## src/rtl/acc_cpu_pkg.sv

```systemverilog
package acc_cpu_pkg;

  localparam int INSN_W = 8;
  localparam int IMM_W  = 6;
  localparam int REL_W  = 7;
  localparam int RSEL_W = 3;

  typedef enum logic [3:0] {
    OP_NOP,
    OP_LDI,
    OP_LDA,
    OP_STA,
    OP_ADD,
    OP_NEG,
    OP_OUT,
    OP_BCC,
    OP_BCCL,
    OP_JMP
  } op_e;

  typedef enum logic {
    PH_OPCODE,
    PH_TARGET
  } phase_e;

  typedef struct packed {
    op_e               op;
    logic [RSEL_W-1:0] rsel;
    logic [IMM_W-1:0]  imm;
    logic [REL_W-1:0]  rel;
    logic              two_byte;
  } dec_t;

endpackage

```

## src/rtl/acc_cpu_decode.sv

```systemverilog
module acc_cpu_decode
  import acc_cpu_pkg::*;
(
  input  logic [INSN_W-1:0] insn,
  output dec_t              dec
);

  always_comb begin
    dec.op   = OP_NOP;
    dec.rsel = insn[RSEL_W-1:0];
    dec.imm  = insn[IMM_W-1:0];
    dec.rel  = insn[REL_W-1:0];
    if (insn[7]) begin
      dec.op = OP_BCC;
    end else if (!insn[6]) begin
      dec.op = OP_LDI;
    end else if (!insn[5]) begin
      unique case (insn[4:3])
        2'd0: dec.op = OP_LDA;
        2'd1: dec.op = OP_STA;
        2'd2: dec.op = OP_ADD;
        default: begin
          unique case (insn[2:0])
            3'd0:    dec.op = OP_NEG;
            3'd1:    dec.op = OP_OUT;
            3'd2:    dec.op = OP_BCCL;
            3'd3:    dec.op = OP_JMP;
            default: dec.op = OP_NOP;
          endcase
        end
      endcase
    end
    dec.two_byte = (dec.op == OP_BCCL) || (dec.op == OP_JMP);
  end

endmodule

```

## src/rtl/acc_cpu_regfile.sv

```systemverilog
module acc_cpu_regfile #(
  parameter int DATA_W = 8,
  parameter int ADDR_W = 3
) (
  input  logic              clk,
  input  logic              we,
  input  logic [ADDR_W-1:0] waddr,
  input  logic [DATA_W-1:0] wdata,
  input  logic [ADDR_W-1:0] raddr,
  output logic [DATA_W-1:0] rdata
);

  localparam int DEPTH = 1 << ADDR_W;

  logic [DATA_W-1:0] mem [DEPTH];

  always_ff @(posedge clk) begin
    if (we) begin
      mem[waddr] <= wdata;
    end
  end

  assign rdata = mem[raddr];

endmodule

```

## src/rtl/acc_cpu_alu.sv

```systemverilog
module acc_cpu_alu
  import acc_cpu_pkg::*;
#(
  parameter int DATA_W = 8
) (
  input  op_e               op,
  input  logic [DATA_W-1:0] acc,
  input  logic [DATA_W-1:0] opnd,
  input  logic [IMM_W-1:0]  imm,
  output logic [DATA_W-1:0] res,
  output logic              acc_we,
  output logic              carry_we,
  output logic              carry_nx
);

  localparam logic [DATA_W-1:0] ONE = DATA_W'(1);

  logic [DATA_W:0]   sum;
  logic [DATA_W-1:0] imm_ext;

  assign sum     = {1'b0, acc} + {1'b0, opnd};
  assign imm_ext = {{(DATA_W-IMM_W){imm[IMM_W-1]}}, imm};

  always_comb begin
    res      = acc;
    acc_we   = 1'b0;
    carry_we = 1'b0;
    carry_nx = 1'b0;
    unique case (op)
      OP_LDI: begin
        res    = imm_ext;
        acc_we = 1'b1;
      end
      OP_LDA: begin
        res    = opnd;
        acc_we = 1'b1;
      end
      OP_ADD: begin
        res      = sum[DATA_W-1:0];
        acc_we   = 1'b1;
        carry_we = 1'b1;
        carry_nx = sum[DATA_W];
      end
      OP_NEG: begin
        res    = ~acc + ONE;
        acc_we = 1'b1;
      end
      OP_BCC: begin
        carry_we = 1'b1;
        carry_nx = 1'b0;
      end
      default: begin
        res = acc;
      end
    endcase
  end

endmodule

```

## src/rtl/acc_cpu_pcunit.sv

```systemverilog
module acc_cpu_pcunit
  import acc_cpu_pkg::*;
#(
  parameter int PC_W = 8
) (
  input  phase_e            phase,
  input  logic              is_bcc,
  input  logic              two_byte,
  input  logic [REL_W-1:0]  rel,
  input  logic              carry,
  input  logic              pend_jmp,
  input  logic [PC_W-1:0]   pc,
  input  logic [INSN_W-1:0] bus,
  output logic [PC_W-1:0]   pc_nx,
  output phase_e            phase_nx
);

  localparam logic [PC_W-1:0] PC_ONE = PC_W'(1);

  logic [PC_W-1:0] tgt;
  logic [PC_W-1:0] rel_ext;

  generate
    if (PC_W > INSN_W) begin : g_tgt_wide
      assign tgt = {{(PC_W-INSN_W){1'b0}}, bus};
    end else if (PC_W == INSN_W) begin : g_tgt_same
      assign tgt = bus;
    end else begin : g_tgt_narrow
      assign tgt = bus[PC_W-1:0];
    end

    if (PC_W > REL_W) begin : g_rel_wide
      assign rel_ext = {{(PC_W-REL_W){rel[REL_W-1]}}, rel};
    end else begin : g_rel_narrow
      assign rel_ext = rel[PC_W-1:0];
    end
  endgenerate

  always_comb begin
    pc_nx    = pc + PC_ONE;
    phase_nx = PH_OPCODE;
    if (phase == PH_OPCODE) begin
      if (is_bcc && !carry) begin
        pc_nx = pc + rel_ext;
      end
      if (two_byte) begin
        phase_nx = PH_TARGET;
      end
    end else begin
      if (pend_jmp || !carry) begin
        pc_nx = tgt;
      end
    end
  end

endmodule

```

## src/rtl/acc_cpu_core.sv

```systemverilog
module acc_cpu_core
  import acc_cpu_pkg::*;
#(
  parameter int DATA_W = 8,
  parameter int PC_W   = 8,
  parameter int CNT_W  = 32
) (
  input  logic              clk,
  input  logic              rst,
  output logic [PC_W-1:0]   pmem_addr,
  input  logic [INSN_W-1:0] pmem_data,
  output logic [DATA_W-1:0] out_data,
  output logic              out_valid,
  output logic [CNT_W-1:0]  instr_count
);

  localparam logic [CNT_W-1:0] CNT_ONE = CNT_W'(1);

  phase_e            phase_q;
  phase_e            phase_nx;
  logic              fetch_phase;
  dec_t              dec;
  logic [PC_W-1:0]   pc_q;
  logic [PC_W-1:0]   pc_nx;
  logic              pend_jmp_q;
  logic [DATA_W-1:0] acc_q;
  logic              carry_q;
  logic [DATA_W-1:0] rf_rdata;
  logic              rf_we;
  logic [DATA_W-1:0] alu_res;
  logic              alu_acc_we;
  logic              alu_carry_we;
  logic              alu_carry_nx;
  logic              retire;
  logic              do_out;
  logic [DATA_W-1:0] out_data_q;
  logic              out_valid_q;
  logic [CNT_W-1:0]  count_q;

  assign fetch_phase = (phase_q == PH_OPCODE);

  acc_cpu_decode u_decode (
    .insn (pmem_data),
    .dec  (dec)
  );

  assign rf_we = fetch_phase && (dec.op == OP_STA);

  acc_cpu_regfile #(
    .DATA_W (DATA_W),
    .ADDR_W (RSEL_W)
  ) u_regfile (
    .clk   (clk),
    .we    (rf_we),
    .waddr (dec.rsel),
    .wdata (acc_q),
    .raddr (dec.rsel),
    .rdata (rf_rdata)
  );

  acc_cpu_alu #(
    .DATA_W (DATA_W)
  ) u_alu (
    .op       (dec.op),
    .acc      (acc_q),
    .opnd     (rf_rdata),
    .imm      (dec.imm),
    .res      (alu_res),
    .acc_we   (alu_acc_we),
    .carry_we (alu_carry_we),
    .carry_nx (alu_carry_nx)
  );

  acc_cpu_pcunit #(
    .PC_W (PC_W)
  ) u_pcunit (
    .phase    (phase_q),
    .is_bcc   (dec.op == OP_BCC),
    .two_byte (dec.two_byte),
    .rel      (dec.rel),
    .carry    (carry_q),
    .pend_jmp (pend_jmp_q),
    .pc       (pc_q),
    .bus      (pmem_data),
    .pc_nx    (pc_nx),
    .phase_nx (phase_nx)
  );

  assign retire = fetch_phase ? !dec.two_byte : 1'b1;
  assign do_out = fetch_phase && (dec.op == OP_OUT);

  always_ff @(posedge clk) begin
    if (rst) begin
      pc_q        <= '0;
      phase_q     <= PH_OPCODE;
      pend_jmp_q  <= 1'b0;
      acc_q       <= '0;
      carry_q     <= 1'b0;
      out_data_q  <= '0;
      out_valid_q <= 1'b0;
      count_q     <= '0;
    end else begin
      pc_q        <= pc_nx;
      phase_q     <= phase_nx;
      out_valid_q <= do_out;
      if (do_out) begin
        out_data_q <= acc_q;
      end
      if (retire) begin
        count_q <= count_q + CNT_ONE;
      end
      if (fetch_phase) begin
        if (alu_acc_we) begin
          acc_q <= alu_res;
        end
        if (alu_carry_we) begin
          carry_q <= alu_carry_nx;
        end
        if (dec.two_byte) begin
          pend_jmp_q <= (dec.op == OP_JMP);
        end
      end else if (!pend_jmp_q) begin
        carry_q <= 1'b0;
      end
    end
  end

  assign pmem_addr   = pc_q;
  assign out_data    = out_data_q;
  assign out_valid   = out_valid_q;
  assign instr_count = count_q;

endmodule

```

## config.mk

```make
export PLATFORM = sky130hd
export DESIGN_NAME = acc_cpu_core
export DESIGN_NICKNAME = d
export VERILOG_FILES = /design/src/rtl/acc_cpu_pkg.sv /design/src/rtl/acc_cpu_decode.sv /design/src/rtl/acc_cpu_regfile.sv /design/src/rtl/acc_cpu_alu.sv /design/src/rtl/acc_cpu_pcunit.sv /design/src/rtl/acc_cpu_core.sv
export SDC_FILE = /design/constraint.sdc
export NUM_CORES = 1
export LEC_CHECK = 0
export ABC_AREA = 1
export BUFFER_PORTS_ARGS = -buffer_cell sky130_fd_sc_hd__buf_2
export CORE_ASPECT_RATIO = 1.75
export CORE_MARGIN = 5
export CORE_UTILIZATION = 37
export CTS_BUF_LIST = sky130_fd_sc_hd__clkbuf_4 sky130_fd_sc_hd__clkbuf_8
export DETAILED_ROUTE_END_ITERATION = 16
export SYNTH_ARGS = -nofsm -noshare
export SYNTH_HDL_FRONTEND = slang
export SYNTH_SLANG_ARGS = --single-unit
```

## constraint.sdc

```tcl
create_clock -name clk -period 2.7 [get_ports clk]
set_input_delay 0.54 -clock clk [delete_from_list [all_inputs] [get_ports clk]]
set_output_delay 0.54 -clock clk [all_outputs]
set_load 0.02 [all_outputs]
```

# After elaboration in Yosys (flattened, before gate mapping)
# Memories as Yosys holds them, arrays and structs flattened.
# Index checks and enable logic that the tools add are counted.
[classes]
n_shift = 0
mux = 19
n_div = 0
multipliers = 0
bitwise = 2
eq_ne = 15
order_cmp = 0
add_sub_neg = 5
n_reduce_logical = 17
[ops]
columns = ["operator", "count"]
rows = [
  ["adder 32 x 1 -> 32 bit (second input constant)", 1],
  ["case mux 8 bit (4 select lines)", 1],
  ["two-way mux 8 bit", 3],
  ["adder 8 x 1 -> 8 bit (second input constant)", 2],
  ["== test 4 x 3 -> 1 bit (second input constant)", 4],
  ["case mux 4 bit (4 select lines)", 1],
  ["two-way mux 4 bit", 3],
  ["case mux 4 bit (3 select lines)", 1],
  ["two-way mux 1 bit", 10],
  ["adder 8 x 8 -> 9 bit", 1],
  ["adder 8 bit", 1],
  ["== test 4 x 2 -> 1 bit (second input constant)", 2],
  ["== test 4 bit (second input constant)", 2],
  ["NOT 8 bit", 1],
  ["== test 3 x 2 -> 1 bit (second input constant)", 2],
  ["== test 4 x 1 -> 1 bit (second input constant)", 1],
  ["AND reduction 2 bit", 2],
  ["nonzero test 4 bit", 1],
  ["OR reduction 2 bit", 2],
  ["OR reduction 4 bit", 1],
  ["== test 3 x 1 -> 1 bit (second input constant)", 1],
  ["logical AND 1 bit", 3],
  ["logical NOT 3 bit", 1],
  ["AND reduction 3 bit", 1],
  ["8 further kinds", 10],
]
[totals]
romBits = 0
in_bits = 10
output_inout_bits = 49
register_bits = 60
memories = 1
latch_bits = 0
word_cells = 67
mem_bits_rw = 64
[mem_list]
columns = ["name", "depth", "width", "rd", "rd_ports_with_merged_regs", "write_ports", "line_no", "rtl"]
rows = [
  ["u_regfile.mem", 8, 8, 1, 0, 1, "acc_cpu_regfile.sv:15", "logic [DATA_W-1:0] mem [DEPTH];"],
]

# Logic depth before layout (Yosys ltp)
[logic_depth]
ltp_word = 11
mapped_depth = 20
ltp_nobuf = 18

# Modules after synthesis
# Synthesis repeated with hierarchy kept, for this count alone.
[unflattened]
cells_unflattened = 1042
area_unflattened_um2 = 7423.4
[modules_own_cells]
columns = ["mod", "area_each_um2", "cells_per_inst", "seq_area_each_um2", "n_inst"]
rows = [
  ["acc_cpu_regfile", 2890.3, 295, 1921.8, 1],
  ["acc_cpu_core", 2666.3, 393, 1201.2, 1],
  ["acc_cpu_alu", 872.1, 165, 0.0, 1],
  ["acc_cpu_pcunit", 762.0, 146, 0.0, 1],
  ["acc_cpu_decode", 232.7, 43, 0.0, 1],
]

# Least setup slack after synthesis
# OpenSTA, ideal clock, no wires.
[synth_timing]
path_kind = "in2reg"
startpoint = "input pmem_data[0]"
endpoint = "register acc_q[6]"
setup_time_ns = 0.115
arrival_ns = 2.581
required_time_ns = 2.585
n_path_buf = 2
stages = 17
setup_slack_ns = 0.004
cell_sequence = "buf_6 inv_2 nor2_8 buf_1 a22oi_1 nand3_1 nand2_1 o21a_1 inv_1 fa_1 nand4_1 nand3_1 or2_2 nand3_1 o211ai_1 nor2_1 nor2_1"
[synth_via]
elab_chain_cells = 10
word_cells_on_any_way = 20
cone_classes = "add/sub: 1; eq/ne: 7; mux: 7; reduce/logical: 4; memory: 1"
[synth_lines]
columns = ["element", "line_no", "rtl"]
rows = [
  ["start: declaration", "acc_cpu_core.sv:11", "input logic [INSN_W-1:0] pmem_data,"],
  ["== test 3 x 2 -> 1 bit (tied with other cells)", "acc_cpu_decode.sv:23", "unique case (insn[2:0])"],
  ["case mux 4 bit (4 select lines)", "acc_cpu_decode.sv:23", ""],
  ["case mux 4 bit (3 select lines)", "acc_cpu_decode.sv:18", "unique case (insn[4:3])"],
  ["two-way mux 4 bit", "acc_cpu_decode.sv:17", "end else if (!insn[5]) begin"],
  ["two-way mux 4 bit", "acc_cpu_decode.sv:15", "end else if (!insn[6]) begin"],
  ["two-way mux 4 bit", "acc_cpu_decode.sv:13", "if (insn[7]) begin"],
  ["== test 4 x 1 -> 1 bit (tied with other cells)", "acc_cpu_alu.sv:29", "unique case (op)"],
  ["OR reduction 4 bit (no source line)", "-", ""],
  ["two-way mux 1 bit", "acc_cpu_alu.sv:29", ""],
  ["AND reduction 3 bit (no source line)", "-", ""],
  ["end signal: assignment", "acc_cpu_core.sv:114", "acc_q <= alu_res;"],
  ["end: declaration", "acc_cpu_core.sv:26", "logic [DATA_W-1:0] acc_q;"],
]
# Several ways; a longest one is shown, not always the timed one.
# A chain may end at the register's enable or synchronous reset.

# Worst setup path in the final report
[layout_timing]
startpoint = "input pmem_data[1]"
endpoint = "register acc_q[4]"
# The elaborated chain is that of the path after synthesis.

==> flow_metrics.py <==
metrics = {
    "outcome": {
        "status": "complete, no violations",
    },
    "die": {
        "core_area_sq_um": 17300,
        "dieArea_sq_um": 20300,
        "row_count": 64,
        "die_width_um": 110,
        "io_pins": 59,
        "die_h_um": 185,
        "start_util_pct": 37.3,
    },
    "clock_network": {
        "cts_tree": "yes",
        "cts_buffer_depth": 2,
        "clock_latency_ns": 0.43,
        "clock_sinks": 124,
        "cts_buffers": 17,
        "clk_pin_slew_ns": 0.07,
        "htreeDepth": 4,
        "root_buffer": "clkbuf_8",
    },
    "placed_design": {
        "numPortBuffers": 58,
        "hpwl_mm": 13.6,
        "place_inst": 1097,
        "gp_congestion": 0.946,
    },
    "setup_path": {
        "arrival_ns": 2.81,
        "rr_endpoint": "acc_q[4]$_SDFFE_PP0P_",
        "crit_path_start_kind": "input pin",
        "worstSetupPathType": "in2reg",
        "end_kind": "flop",
        "reg2reg_depth": 13,
        "critPathMaxFanout": 10,
        "reg2reg_setup_slack_ns": 0.31,
        "reg2reg_from": "u_regfile.mem[4][0]$_DFFE_PP_",
        "worstPathRequired_ns": 3.02,
    },
    "finish": {
        "final_common_cell": "nand2_1",
        "syn_to_final_growth_pct": 20.9,
        "fin_util_pct": 45.1,
        "drive_gt1_share_pct": 20.9,
        "layout_common_cells": "nand2_1 (171), nor2_1 (77), inv_1 (70)",
        "diodes": 0,
        "final_cells": 1129,
        "final_nets": 915,
    },
    "grt": {
        "gr-total-overflow": 0,
        "grt_pass1_vias": 5664,
        "grt_max_degree": 24,
        "grt_first_pass_wirelength_mm": 28.2,
        "grt_antenna_before_repair": 0,
        "track_usage_pct": 18.2,
    },
    "sta": {
        "slew_headroom_pct": 57.6,
        "fin_crit_sh_pct": 91.9,
        "drv_slew": 0,
        "rsz0062_at_grt": "no",
        "setup_viol": 0,
        "max_freq_mhz": 403,
        "setup_tns_ns": 0,
        "skew_ns": 0.0118,
        "hold_viol_final": 0,
        "tightest_slew_ns": 0.636,
        "min_period_ns": 2.48,
        "whs_ns": 0.470,
    },
    "power": {
        "p_sw_mw": 1.25,
        "combPwrFrac_pct": 14.5,
        "clock_power_share_pct": 38.7,
        "p_int_mw": 3.22,
        "powerDensity_nw_per_um2": 573,
        "vdd_drop_max_mv": 0.364,
        "leakagePower_nw": 3.34,
        "p_seq_share_pct": 46.8,
        "switching_share_pct": 28.0,
    },
    "synthesis": {
        "syn_inst": 769,
        "synth_edf_count": 64,
        "ys_seq_area_share_pct": 48.4,
        "yosysTopAreaCell": "edfxtp_1",
        "syn_area_sq_um": 6450,
        "synth_area_leaders": "edfxtp_1 (30%), dfxtp_1 (19%), nand2_1 (10%)",
        "synthFlopType": "edfxtp_1",
        "syn_nets": 799,
        "synthDistinctLibCells": 45,
        "postSynthAreaPerCell_sq_um": 8.39,
        "yosysWarnings": 0,
        "synthArstFlopShare_pct": 0,
        "ys_seq_elements": 124,
        "yosysTopAreaCellShare_pct": 29.8,
    },
    "routing": {
        "route.detailed.drc": 0,
        "ant_nets": 0,
        "drt_iter0_drc": 293,
        "drtPass1Iterations": 5,
        "routed_wl_mm": 17.5,
        "routedWlPerCell_um": 15.5,
        "routed-via-count": 5665,
        "post_drt_via_cell_ratio": 5.02,
    },
    "worst_hold_path": {
        "min_from": "pmem_data[7]",
        "hold_end": "carry_q$_SDFFE_PP0P_",
        "hold_path_depth": 4,
        "hold_path.class": "in2reg",
    },
    "run": {
        "drv_cap": 0,
    },
}
## what timing repair did
| action | 4_1_cts | 5_1_grt |
|---|---|---|
| buffers inserted | 0 | 0 |
| gates resized for setup | 0 | 1 |
| hold buffers | 0 | 0 |
| endpoints found under the setup margin | 0 | 1 |
## through the flow
step	area [sq um]	worst slack [ns]	total power, mW
2_1_floorplan	6450	0.00403	2.54
3_3_place_gp	7380	-0.214	2.77
3_5_place_dp	7380	-0.233	2.78
4_1_cts	7800	0.245	4.50
5_1_grt	7800	0.00370	4.68
6_report	7800	0.219	4.47
## worst max-delay path, cell delays in order
cell	delay (ns)
buf_2	0.19
buf_4	0.17
nor2_8	0.05
buf_4	0.18
nand2_1	0.07
nand4_1	0.12
o21a_1	0.23
ha_1	0.34
nand2_1	0.08
nand2_1	0.06
a31oi_1	0.20
xor2_1	0.19
nor2_1	0.06
nor2_1	0.10
o21ai_1	0.07
nor2_1	0.10
nor2_1	0.05
## synthesized netlist by cell type (all sizes together) (16+ instances only)
| library cell | count |
|---|---|
| inv | 82 |
| nor2 | 82 |
| a22oi | 16 |
| nand2 | 182 |
| a21oi | 49 |
| nand4 | 20 |
| dfxtp | 60 |
| nand3 | 49 |
| nor3 | 23 |
| ha | 18 |
| o21ai | 45 |
| edfxtp | 64 |
## logic make-up after synthesis
family	after synthesis	share of synthesized area [%]
simple gates	371	26.6
compound gates	134	11.9
flops	124	48.4
buf+inv	102	6.56
fa+ha+maj	20	4.11
xor+xnor	18	2.44
## routing by layer
metal,vias to the layer above,wire [um],GRT usage (%)
li1,2840,-,-
met1,2624,6380,18.6
met2,141,9750,33.9
met3,60,553,3.01
met4,0,810,10.4
met5,-,0,0
## worst max-delay path by stage
stage / from / end
after floorplan: pmem_data[0] / acc_q[6]$_SDFFE_PP0P_
after global placement: pmem_data[1] / carry_q$_SDFFE_PP0P_
after detailed placement: pmem_data[1] / carry_q$_SDFFE_PP0P_
after CTS: pmem_data[1] / carry_q$_SDFFE_PP0P_
after global routing: pmem_data[1] / acc_q[7]$_SDFFE_PP0P_
final: pmem_data[1] / acc_q[4]$_SDFFE_PP0P_
## area by class of cell
type | count | area, sq um
Clock buffer | 17 | 234
Inverter | 84 | 318
Sequential cell | 124 | 3120
Timing Repair Buffer | 115 | 743
Tap cell | 231 | 289
Fill cell | 1789 | 9500
Clock inverter | 15 | 189
Multi-Input combinational cell | 543 | 2900
## flip-flops by register name, indices dropped and copies added (netlist names)
name           cells
acc_q              8
carry_q            1
instr_count       32
out_data           8
out_valid          1
pend_jmp_q         1
phase_q            1
pmem_addr          8
u_regfile.mem     64
## power groups by stage
stage	registers (mW)	clock network, mW	logic [mW]
finish	2.09	1.73	0.648
global route	2.10	1.86	0.723
CTS	2.09	1.76	0.650
detailed placement	2.13	0	0.646
global placement	2.13	0	0.643
floorplan	2.15	0	0.388
(Power assumes the default switching activity.)
